<file path="src/rtl/ahbw_pkg.sv">
package ahbw_pkg;

  typedef enum logic [1:0] {
    ST_IDLE = 2'd0,
    ST_ACT  = 2'd1,
    ST_ERR1 = 2'd2,
    ST_ERR2 = 2'd3
  } ctrl_state_e;

  // strobes from control to datapath
  typedef struct packed {
    logic latchReq;    // take address/control this edge
    logic finishXfer;  // active transfer completes this cycle
  } strobes_t;

  localparam int BUS_W  = 32;
  localparam int LANES  = BUS_W / 8;

endpackage

</file>
<file path="src/rtl/ahbw_ctrl.sv">
module ahbw_ctrl
  import ahbw_pkg::*;
#(
  parameter int WAIT_STATES = 2
) (
  input  logic       clk,
  input  logic       rstN,
  input  logic [1:0] reqTrans,
  input  logic       reqOk,
  output strobes_t   strobes,
  output logic       readyOut,
  output logic       errResp
);

  localparam int CNT_W = $clog2(WAIT_STATES + 2);
  localparam logic [CNT_W-1:0] WAIT_LOAD = CNT_W'(WAIT_STATES);

  ctrl_state_e state;
  logic [CNT_W-1:0] waitCnt;

  always_comb begin
    case (state)
      ST_ACT:  readyOut = (waitCnt == '0);
      ST_ERR1: readyOut = 1'b0;
      default: readyOut = 1'b1;
    endcase
    errResp            = (state == ST_ERR1) || (state == ST_ERR2);
    strobes.latchReq   = readyOut;
    strobes.finishXfer = (state == ST_ACT) && (waitCnt == '0);
  end

  always_ff @(posedge clk or negedge rstN) begin
    if (!rstN) begin
      state   <= ST_IDLE;
      waitCnt <= '0;
    end else if (readyOut) begin
      if (reqTrans[1]) begin
        state   <= reqOk ? ST_ACT : ST_ERR1;
        waitCnt <= WAIT_LOAD;
      end else begin
        state <= ST_IDLE;
      end
    end else if (state == ST_ERR1) begin
      state <= ST_ERR2;
    end else begin
      waitCnt <= waitCnt - 1'b1;
    end
  end

endmodule

</file>
<file path="src/rtl/ahbw_datapath.sv">
module ahbw_datapath
  import ahbw_pkg::*;
#(
  parameter int ADDR_W      = 12,
  parameter int DEPTH_WORDS = 16
) (
  input  logic              clk,
  input  logic              rstN,
  input  strobes_t          strobes,
  input  logic [ADDR_W-1:0] reqAddr,
  input  logic              reqWrite,
  input  logic [2:0]        reqSize,
  input  logic [BUS_W-1:0]  wrData,
  output logic              reqOk,
  output logic [BUS_W-1:0]  rdData
);

  localparam int IDX_W = $clog2(DEPTH_WORDS);
  localparam logic [ADDR_W-3:0] WORD_LIMIT = (ADDR_W-2)'(DEPTH_WORDS);

  logic [IDX_W-1:0] idxReg;
  logic [1:0]       laneReg;
  logic [1:0]       sizeReg;
  logic             writeReg;
  logic [LANES-1:0] laneEn;
  logic [BUS_W-1:0] rdWord;

  // decode of the request in its address phase
  always_comb begin
    reqOk = (reqAddr[ADDR_W-1:2] < WORD_LIMIT) && (reqSize <= 3'd2);
  end

  always_ff @(posedge clk or negedge rstN) begin
    if (!rstN) begin
      idxReg   <= '0;
      laneReg  <= '0;
      sizeReg  <= '0;
      writeReg <= 1'b0;
    end else if (strobes.latchReq) begin
      idxReg   <= reqAddr[IDX_W+1:2];
      laneReg  <= reqAddr[1:0];
      sizeReg  <= reqSize[1:0];
      writeReg <= reqWrite;
    end
  end

  always_comb begin
    case (sizeReg)
      2'd0:    laneEn = 4'b0001 << laneReg;
      2'd1:    laneEn = laneReg[1] ? 4'b1100 : 4'b0011;
      default: laneEn = 4'b1111;
    endcase
  end

  for (genvar g = 0; g < LANES; g++) begin : gLane
    logic [7:0] laneMem [DEPTH_WORDS];

    always_ff @(posedge clk or negedge rstN) begin
      if (!rstN) begin
        for (int i = 0; i < DEPTH_WORDS; i++) laneMem[i] <= '0;
      end else if (strobes.finishXfer && writeReg && laneEn[g]) begin
        laneMem[idxReg] <= wrData[8*g +: 8];
      end
    end

    assign rdWord[8*g +: 8] = laneMem[idxReg];
  end

  always_comb begin
    rdData = (strobes.finishXfer && !writeReg) ? rdWord : '0;
  end

endmodule

</file>
<file path="src/rtl/ahbl_wait_mem.sv">
module ahbl_wait_mem
  import ahbw_pkg::*;
#(
  parameter int ADDR_W      = 12,
  parameter int DEPTH_WORDS = 16,
  parameter int WAIT_STATES = 2
) (
  input  logic              busClk,
  input  logic              busRstN,
  input  logic [ADDR_W-1:0] reqAddr,
  input  logic [1:0]        reqTrans,
  input  logic              reqWrite,
  input  logic [2:0]        reqSize,
  input  logic [31:0]       wrData,
  output logic [31:0]       rdData,
  output logic              readyOut,
  output logic              errResp
);

  strobes_t strobes;
  logic     reqOk;

  ahbw_ctrl #(.WAIT_STATES(WAIT_STATES)) uCtrl (
    .clk      (busClk),
    .rstN     (busRstN),
    .reqTrans (reqTrans),
    .reqOk    (reqOk),
    .strobes  (strobes),
    .readyOut (readyOut),
    .errResp  (errResp)
  );

  ahbw_datapath #(.ADDR_W(ADDR_W), .DEPTH_WORDS(DEPTH_WORDS)) uData (
    .clk      (busClk),
    .rstN     (busRstN),
    .strobes  (strobes),
    .reqAddr  (reqAddr),
    .reqWrite (reqWrite),
    .reqSize  (reqSize),
    .wrData   (wrData),
    .reqOk    (reqOk),
    .rdData   (rdData)
  );

endmodule

</file>
<file path="config.mk">
export PLATFORM = sky130hd
export DESIGN_NAME = ahbl_wait_mem
export DESIGN_NICKNAME = d
export VERILOG_FILES = /design/src/rtl/ahbw_pkg.sv /design/src/rtl/ahbw_ctrl.sv /design/src/rtl/ahbw_datapath.sv /design/src/rtl/ahbl_wait_mem.sv
export SDC_FILE = /design/constraint.sdc
export NUM_CORES = 1
export LEC_CHECK = 0
export BUFFER_PORTS_ARGS = -buffer_cell sky130_fd_sc_hd__buf_2
export CAP_MARGIN = 20
export CORE_MARGIN = 2
export CORE_UTILIZATION = 50
export DETAILED_ROUTE_END_ITERATION = 10
export HOLD_SLACK_MARGIN = 0.08
export PLACE_DENSITY = 0.77
export SYNTH_ARGS = -nofsm -noshare
export SYNTH_HDL_FRONTEND = slang
export SYNTH_SLANG_ARGS = --single-unit
</file>
<file path="constraint.sdc">
create_clock -name busClk -period 3.3 [get_ports busClk]
set_input_delay 0.33 -clock busClk [delete_from_list [all_inputs] [get_ports busClk]]
set_output_delay 0.33 -clock busClk [all_outputs]
set_load 0.02 [all_outputs]
</file>
# Word level (Yosys, flattened, before mapping)
# Index checks and enable logic that the tools add are counted.
# Widths: inputs -> output; s select.
[classes]
add_sub_neg = 1
n_lt_le_gt_ge = 4
n_eq_ne = 6
shifts = 1
muxes = 29
bitwise = 1
reduce_logical = 15
[ops]
columns = ["op", "n"]
rows = [
  ["$bwmux 128", 4],
  ["$bmux 8 s4", 4],
  ["$mux 8", 9],
  ["$demux 8 s4", 1],
  ["$mux 32", 1],
  ["$mux 2", 7],
  ["$lt 10x5->1 const B", 1],
  ["$logic_and 1x1->1", 9],
  ["$pmux 4 s2", 1],
  ["$ge 5x5->1 const B", 1],
  ["$lt 5x1->1 const B", 1],
  ["$not 4->5", 1],
  ["$eq 2x1->1 const B", 2],
  ["$eq 2x2->1 const B", 2],
  ["$logic_not 2->1", 2],
  ["$mux 4", 1],
  ["$ne 2x2->1 const B", 2],
  ["$shl 1x2->4 const A", 1],
  ["$le 3x2->1 const B", 1],
  ["$pmux 1 s2", 1],
  ["$reduce_and 2->1", 1],
  ["$reduce_bool 2->1", 1],
  ["$sub 2x1->2 const B", 1],
  ["$logic_not 1->1", 1],
  ["$logic_or 1x1->1", 1],
]
[word_totals]
register_bits = 525
input_bits = 52
output_inout_bits = 34
word_cells = 127

# Longest topological paths before layout
# Gate-level depths: netlist of run 1.
[logic_depth]
word_depth = 6
mapped_depth = 7
mapped_depth_nobuf = 6

# Hierarchy
# Synthesis of run 1 repeated with hierarchy kept, for this count alone.
[hier_totals]
cells_unflattened = 1622
area_unflattened_um2 = 24483.5
[modules_own_cells]
columns = ["mod", "instances", "cells_each", "area_each_um2", "seq_area_each_um2"]
rows = [
  ["ahbw_datapath", 1, 1592, 24194.5, 13037.5],
  ["ahbw_ctrl", 1, 30, 289.0, 100.1],
]

# Worst setup path after synthesis of run 1
# OpenSTA, ideal clock, no wires.
[synth_path]
kind = "reg-to-output"
from = "register uData.idxReg[3]"
to = "output port rdData[0]"
arrival_time_ps = 1995
t_required_ps = 2970
path_slack_ps = 975
path_stages_with_launch = 7
n_path_buf = 3
cell_sequence = "dfrtp_1 > clkbuf_1 > clkbuf_1 > buf_1 > mux4_2 > mux2i_1 > o21ai_0"
[synth_via]
elab_chain_cells = 5
[synth_lines]
columns = ["element", "line", "source"]
rows = [
  ["from (decl)", "ahbw_datapath.sv:21", "logic [IDX_W-1:0] idxReg;"],
  ["from (signal assigned)", "ahbw_datapath.sv:40", "idxReg <= reqAddr[IDX_W+1:2];"],
  ["$not 4->5 (not written as such)", "ahbw_datapath.sv:66", "assign rdWord[8*g +: 8] = laneMem[idxReg];"],
  ["$bmux 8 s4", "ahbw_datapath.sv:66", ""],
  ["$mux 8 (not written as such) (2 in series)", "ahbw_datapath.sv:66", ""],
  ["$mux 32", "ahbw_datapath.sv:70", "rdData = (strobes.finishXfer && !writeReg) ? rdWord : '0;"],
  ["to (decl)", "ahbl_wait_mem.sv:15", "output logic [31:0] rdData,"],
]
# Every way passes these cells. The select of a mux whose other input is x is not followed.

# Worst setup path in the final report of run 1
[layout_path]
from = "register uData.idxReg[0]"
to = "output port rdData[21]"
# Same word-level chain as after synthesis.

==> results.json, run 1 <==
{
  "die_x_um": 222.5,
  "place_inst": 2143,
  "skew_ns": 0.02417,
  "cts_tree": "yes",
  "htree_levels": 2,
  "ir_drop_mv": 0.5463,
  "seq_area_sq_um": 13150,
  "synth_top_area_frac": 0.5504,
  "yosysWarnings": 0,
  "cts_root_buffer": "clkbuf_16",
  "ys_ff_latch": 525,
  "remaining_drc_errors": 0,
  "clk_pin_slew_worst_paths_ns": 0.06,
  "endpoint_kind": "primary output",
  "rsz0062_at_grt": "no",
  "multiInputGateArea_sq_um": 10360,
  "setup-violations-final": 0,
  "synth.most_common_cell": "dfrtp_1",
  "wl_per_cell_um": 23.69,
  "power.density_nw_per_um2": 739.4,
  "grt_antenna_before_repair": 1,
  "syn_area_sq_um": 23870,
  "coreArea_sq_um": 47450,
  "worstPathMaxFanout": 33,
  "grt.total_usage": 0.2218,
  "overflow": 0,
  "n_fill_cell": 3633,
  "vias_per_cell": 6.042,
  "post-route-period-util": 0.9617,
  "synthCells": 1489,
  "clock-sinks": 525,
  "grt_pass1_vias": 14970,
  "timing.final.ws_setup_ns": 0.1265,
  "io_buffer_count": 84,
  "wl_met3_um": 2948,
  "fp.dieH_um": 222.5,
  "synth_top_cells_by_count": "525 x dfrtp_1, 514 x mux2_2, 128 x mux4_2",
  "layout.cells.non_filler": 2264,
  "synth_nets": 1542,
  "drtIter0Drc": 873,
  "dieArea_sq_um": 49500,
  "async_reset_ff_frac": 1.000,
  "fmaxAchievable_mhz": 315.1,
  "met1_length_um": 22690,
  "dp_slack_ns": 0.5043,
  "drv_slew": 0,
  "power_mw": 20.09,
  "yosysTopAreaCell": "dfrtp_1",
  "grt_pass1_wl_um": 85270,
  "wl_met2_um": 26060,
  "routed_wirelength_um": 53630,
  "insertion_delay_ns": 0.61,
  "required_ns": 2.97,
  "cts_made_buffers": 54,
  "synth_cell_types": 34,
  "io_pins": 86,
  "status": "finished, final reports clean",
  "globalplace.congestion": 0.7964,
  "areaGrowthSynthToFinish_pct": 13.85,
  "fin_setup_tns_ns": 0,
  "layout.nets": 1658,
  "power.leakage_nw": 12.06,
  "synth_area_leaders": "dfrtp_1 55%, mux2_2 24%, mux4_2 12%",
  "slew_headroom": 0.4240,
  "synth-edff-count": 0,
  "utilization": 0.5728,
  "critPathArrivalTime_ns": 2.84,
  "vias": 13680,
  "critPathKind": "reg -> out",
  "grt_max_degree": 93,
  "rows": 80,
  "antenna_cells": 0,
  "ys_seq_area_frac": 0.5504,
  "hpwlAfterDp_um": 33780,
  "period_minus_slack_ns": 3.173,
  "highest_layer": "met4",
  "avgSynthCellArea_sq_um": 16.03,
  "hold_path.class": "in -> reg",
  "synth_ff_type": "dfrtp_1",
  "crit_path_start_kind": "register",
  "cts_buffer_depth": 3,
  "drv_cap": 0,
  "max_slew.worst_pin.slew_ns": 0.8593,
  "layout-drive-gt1-share": 0.5555,
  "ant_nets": 0,
  "initial_core_util": 0.5031,
  "dr.pass1.iters": 5,
  "final-hold-violation-count": 0
}
-- worst paths after layout --
path                                                        start                                      end  slack [ns]  depth (start not counted)
setup / recovery                      uData.idxReg[0]$_DFFE_PN0P_                               rdData[21]        0.13                          5
hold / removal                                         reqSize[2]               uCtrl.state[0]$_DFFE_PN0P_        0.16                          4
setup reg to reg                      uData.idxReg[0]$_DFFE_PN0P_   uData.gLane[2].laneMem[79]$_DFFE_PN0P_        0.46                          5
hold reg to reg            uData.gLane[1].laneMem[50]$_DFFE_PN0P_   uData.gLane[1].laneMem[50]$_DFFE_PN0P_        0.50                          1
max in group asynchronous                                 busRstN  uData.gLane[0].laneMem[114]$_DFFE_PN0P_        1.92                          3
min in group asynchronous                                 busRstN   uData.gLane[1].laneMem[57]$_DFFE_PN0P_        0.32                          2
-- where the power goes --
part	internal [mW]	total (mW)	switching, mW
combinational	3.05	5.64	2.58
clock	3.53	6.03	2.50
sequential	7.69	8.43	0.746
total	14.3	20.1	5.83
-- worst max-delay path, cell delays in order, from the launching register on --
cell and delay [ns]:
dfrtp_4 0.60, buf_12 0.33, mux4_2 0.54, a22oi_1 0.34, o21ai_0 0.20, buf_2 0.21
-- repair_timing --
action,CTS,global route
buffers inserted,5,5
resized for setup,1,0
setup endpoints to repair,18,2
hold buffers,11,0
pin swaps,1,0
gates cloned,0,0
endpoints found under the hold margin,79,0
-- kinds of logic (layout without fill, tap and decap cells) --
kind of cell,Yosys count,after routing,share of synthesized area
muxes,682,682,0.3817
and+or+nand+nor,101,101,0.02982
buffers and inverters,98,258,0.01656
DFF,525,525,0.5504
AOI/OAI and AO/OA,82,82,0.02102
adders and majority gates,1,1,0.0005241
-- cells in the final DEF (no fill, tap or decap), drive strengths merged, types with 2 or more instances in the layout --
cell type / n
nand3: 18
dfrtp: 525
a21o: 2
o21ai: 37
clkinv: 11
nor3: 30
clkbuf: 85
nand2: 23
and2: 2
mux2: 522
mux2i: 32
nor2: 11
or3: 2
nor2b: 3
or2: 2
a22oi: 32
dlygate4sd3: 11
a21oi: 9
mux4: 128
buf: 141
nand2b: 6
inv: 8
-- state kept, by name (all words and copies together), names as in the netlist --
signal / count
uCtrl.state: 2
uCtrl.waitCnt: 2
uData.gLane.laneMem: 512
uData.idxReg: 4
uData.laneReg: 2
uData.sizeReg: 2
uData.writeReg: 1
-- routing by layer --
metal  global-route usage  up-vias
met3              0.03584      102
met2               0.3575      348
met5                    0        -
met1               0.3039     7364
met4              0.08876        0
li1                     -     5864
-- layout make-up --
| type | count | area share |
|---|---|---|
| Sequential cell | 525 | 0.4838 |
| Multi-Input combinational cell | 866 | 0.3813 |
| Clock buffer | 85 | 0.06114 |
| Timing Repair Buffer | 152 | 0.04038 |
| Tap cell | 615 | 0.02831 |
| Clock inverter | 15 | 0.004190 |
| Inverter | 6 | 0.0008287 |
-- per-stage QoR --
step           instance area, sq um  hold slack, ns
6_report                      27180          0.1575
5_1_grt                       27180          0.1581
4_1_cts                       27140          0.1294
3_5_place_dp                  25200          0.3639
3_3_place_gp                  25200          0.3496
2_1_floorplan                 23870         0.03441
(Power assumes the default switching activity.)
==> run 2: changes to the inputs <==
==> constraint.sdc (replaced) <==
create_clock -name busClk -period 3.3 [get_ports busClk]
set_input_delay 0.165 -clock busClk [delete_from_list [all_inputs] [get_ports busClk]]
set_output_delay 0.165 -clock busClk [all_outputs]
set_load 0.02 [all_outputs]
==> run 2 against run 1 <==
  * Cell area rose by 2.1%
  * Clock skew fell by 0.0028 ns
  * Sequential power rose by 0.8%
  * Worst hold slack got worse by 0.032 ns
  * Power rose by 2.6%
  * Non-clock buffer count rose by 36
  * Register-to-register slack improved by 0.06 ns
  * Cell count rose by 1.7%
  * Via count rose by 0.69%
  * Fmax rose by 2.1%
  * Clock power rose by 7.1%
  * Critical path depth did not move
  * Largest power group unchanged
==> results.json, run 2 (same netlist as run 1, synthesis figures left out) <==
{
  "reg_top3": "uData.gLane.laneMem x512, uData.idxReg x4",
  "place_area_sq_um": 25200,
  "ant_nets": 0,
  "vias_per_cell": 5.980,
  "skew_ns": 0.02142,
  "hpwlAfterDp_um": 34370,
  "dr.pass1.iters": 5,
  "grt_pass1_vias": 15050,
  "routed_wirelength_um": 54850,
  "endpoint_kind": "primary output",
  "r2r_start": "uData.idxReg[0]$_DFFE_PN0P_",
  "period_minus_slack_ns": 3.108,
  "swShare": 0.2881,
  "cts_made_buffers": 55,
  "required_ns": 3.13,
  "rr_endpoint": "uData.gLane[3].laneMem[120]$_DFFE_PN0P_",
  "vias": 13770,
  "drtIter0Drc": 840,
  "ir_drop_mv": 0.4337,
  "grt_antenna_before_repair": 2,
  "hold_path.class": "in -> async",
  "layout.nets": 1697,
  "layout-drive-gt1-share": 0.5477,
  "setup-violations-final": 0,
  "insertion_delay_ns": 0.61,
  "final_common_cell": "dfrtp_1",
  "largest_register_ffs": 512,
  "rows": 80,
  "power_frac_comb": 0.275,
  "power.leakage_nw": 12.30,
  "clk_pin_slew_worst_paths_ns": 0.06,
  "cts_buffer_depth": 3,
  "slew_headroom": 0.4872,
  "crit_path_start_kind": "register",
  "final_cell_mix": "522 x dfrtp_1, 514 x mux2_2, 128 x mux4_2",
  "fmaxAchievable_mhz": 321.8,
  "coreArea_sq_um": 47450,
  "max_slew.worst_pin.slew_ns": 0.7651,
  "clock-sinks": 525,
  "io_pins": 86,
  "grt_pass1_wl_um": 86040,
  "rsz0062_at_grt": "no",
  "status": "finished, final reports clean",
  "reg2regPathDepth": 5,
  "grt.total_usage": 0.2235,
  "internal_power_mw": 14.68,
  "cts_root_buffer": "clkbuf_16",
  "final-hold-violation-count": 0,
  "clkPwrFrac": 0.313,
  "critPathArrivalTime_ns": 2.94,
  "drv_slew": 0,
  "globalplace.congestion": 0.8227,
  "worstPathMaxFanout": 35,
  "post-route-period-util": 0.9418,
  "critPathKind": "reg -> out",
  "regMostFlops": "uData.gLane.laneMem",
  "seqPwrFrac": 0.412,
  "dieArea_sq_um": 49500,
  "cts_tree": "yes",
  "htree_levels": 2,
  "drv_cap": 0,
  "fp.dieH_um": 222.5,
  "fin_setup_tns_ns": 0,
  "remaining_drc_errors": 0,
  "wl_per_cell_um": 23.82,
  "r2r_slack_ns": 0.52,
  "io_buffer_count": 84,
  "final_area_sq_um": 27750,
  "initial_core_util": 0.5031,
  "areaGrowthSynthToFinish_pct": 16.25,
  "grt_max_degree": 89,
  "die_x_um": 222.5,
  "power.density_nw_per_um2": 743.2,
  "overflow": 0,
  "netSwitchingPower_mw": 5.941
}
-- run 2: cell types whose count changed in the layout (fill, tap and decap cells not counted), moves of 2 or more --
| cell | previous run | this run |
|---|---|---|
| bufinv_16 | 1 | 4 |
| clkbuf_1 | 15 | 9 |
| buf_4 | 46 | 43 |
| dlygate4sd3_1 | 11 | 48 |
| buf_12 | 10 | 12 |
| clkinv_2 | 10 | 5 |
| clkbuf_8 | 13 | 20 |
-- run 2: how the worst max path moves through the flow --
stage	from	endpoint	slack, ns	cells after the start
after CTS	uCtrl.waitCnt[0]$_DFFE_PN0P_	rdData[29]	0.00008	7
after global routing	uData.idxReg[1]$_DFFE_PN0P_	rdData[27]	0.07	5
final	uData.idxReg[1]$_DFFE_PN0P_	rdData[29]	0.19	5
after floorplan	uCtrl.waitCnt[0]$_DFFE_PN0P_	uData.gLane[1].laneMem[112]$_DFFE_PN0P_	1.12	7
after global placement	uCtrl.waitCnt[0]$_DFFE_PN0P_	rdData[2]	0.51	7
after detailed placement	uCtrl.waitCnt[0]$_DFFE_PN0P_	rdData[2]	0.46	7
-- run 2: metrics by stage --
step                      cells  power [mW]  worst slack, ns  hold WS [ns]  utilization
final                      2303       20.62           0.1922        0.1260       0.5849
after global routing       2303       21.55          0.07433        0.1664       0.5849
after CTS                  2298       20.71       0.00008193        0.1435       0.5835
after detailed placement   2143       14.14           0.4634        0.1874       0.5311
after global placement     2143       13.91           0.5061        0.1734       0.5311
after floorplan            1489       12.62            1.116       -0.1306            -
-- run 2: critical path: stages, from the launching register on --
cell     delay (ns)
dfrtp_4        0.69
buf_4          0.57
mux4_2         0.41
a22oi_1        0.28
o21ai_0        0.19
buf_2          0.20
-- run 2: what timing repair did --
item / 4_1_cts / 5_1_grt
setup endpoints to repair: 32 / 17
gates cloned: 1 / 1
hold buffers: 48 / 0
pin swaps: 3 / 2
buffers inserted: 6 / 3
gates resized for setup: 2 / 1
endpoints found under the hold margin: 763 / 0
-- run 2: final cells by class --
cell class	count	area (sq um)
well taps	615	769.5
clock inverters	14	187.7
fillers	3576	19700
clock buffers	86	1735
flip-flops and latches	525	13150
repair buffers	188	1499
multi-input cells	868	10390
diodes	1	2.502
inverters	6	22.52
-- run 2: routing by layer --
layer,global-route usage,vias to the layer above,part of all wire
met5,0,-,0
met4,0.07036,0,0.027
met3,0.03914,93,0.047
met2,0.3729,318,0.50
met1,0.3007,7422,0.43
li1,-,5940,-
-- run 2: power by group through the flow --
stage	clock network [mW]	logic [mW]	registers [mW]
floorplan	0	4.42	8.19
global placement	0	5.41	8.49
detailed placement	0	5.53	8.61
CTS	6.57	5.63	8.51
global route	6.84	6.07	8.64
finish	6.46	5.66	8.50
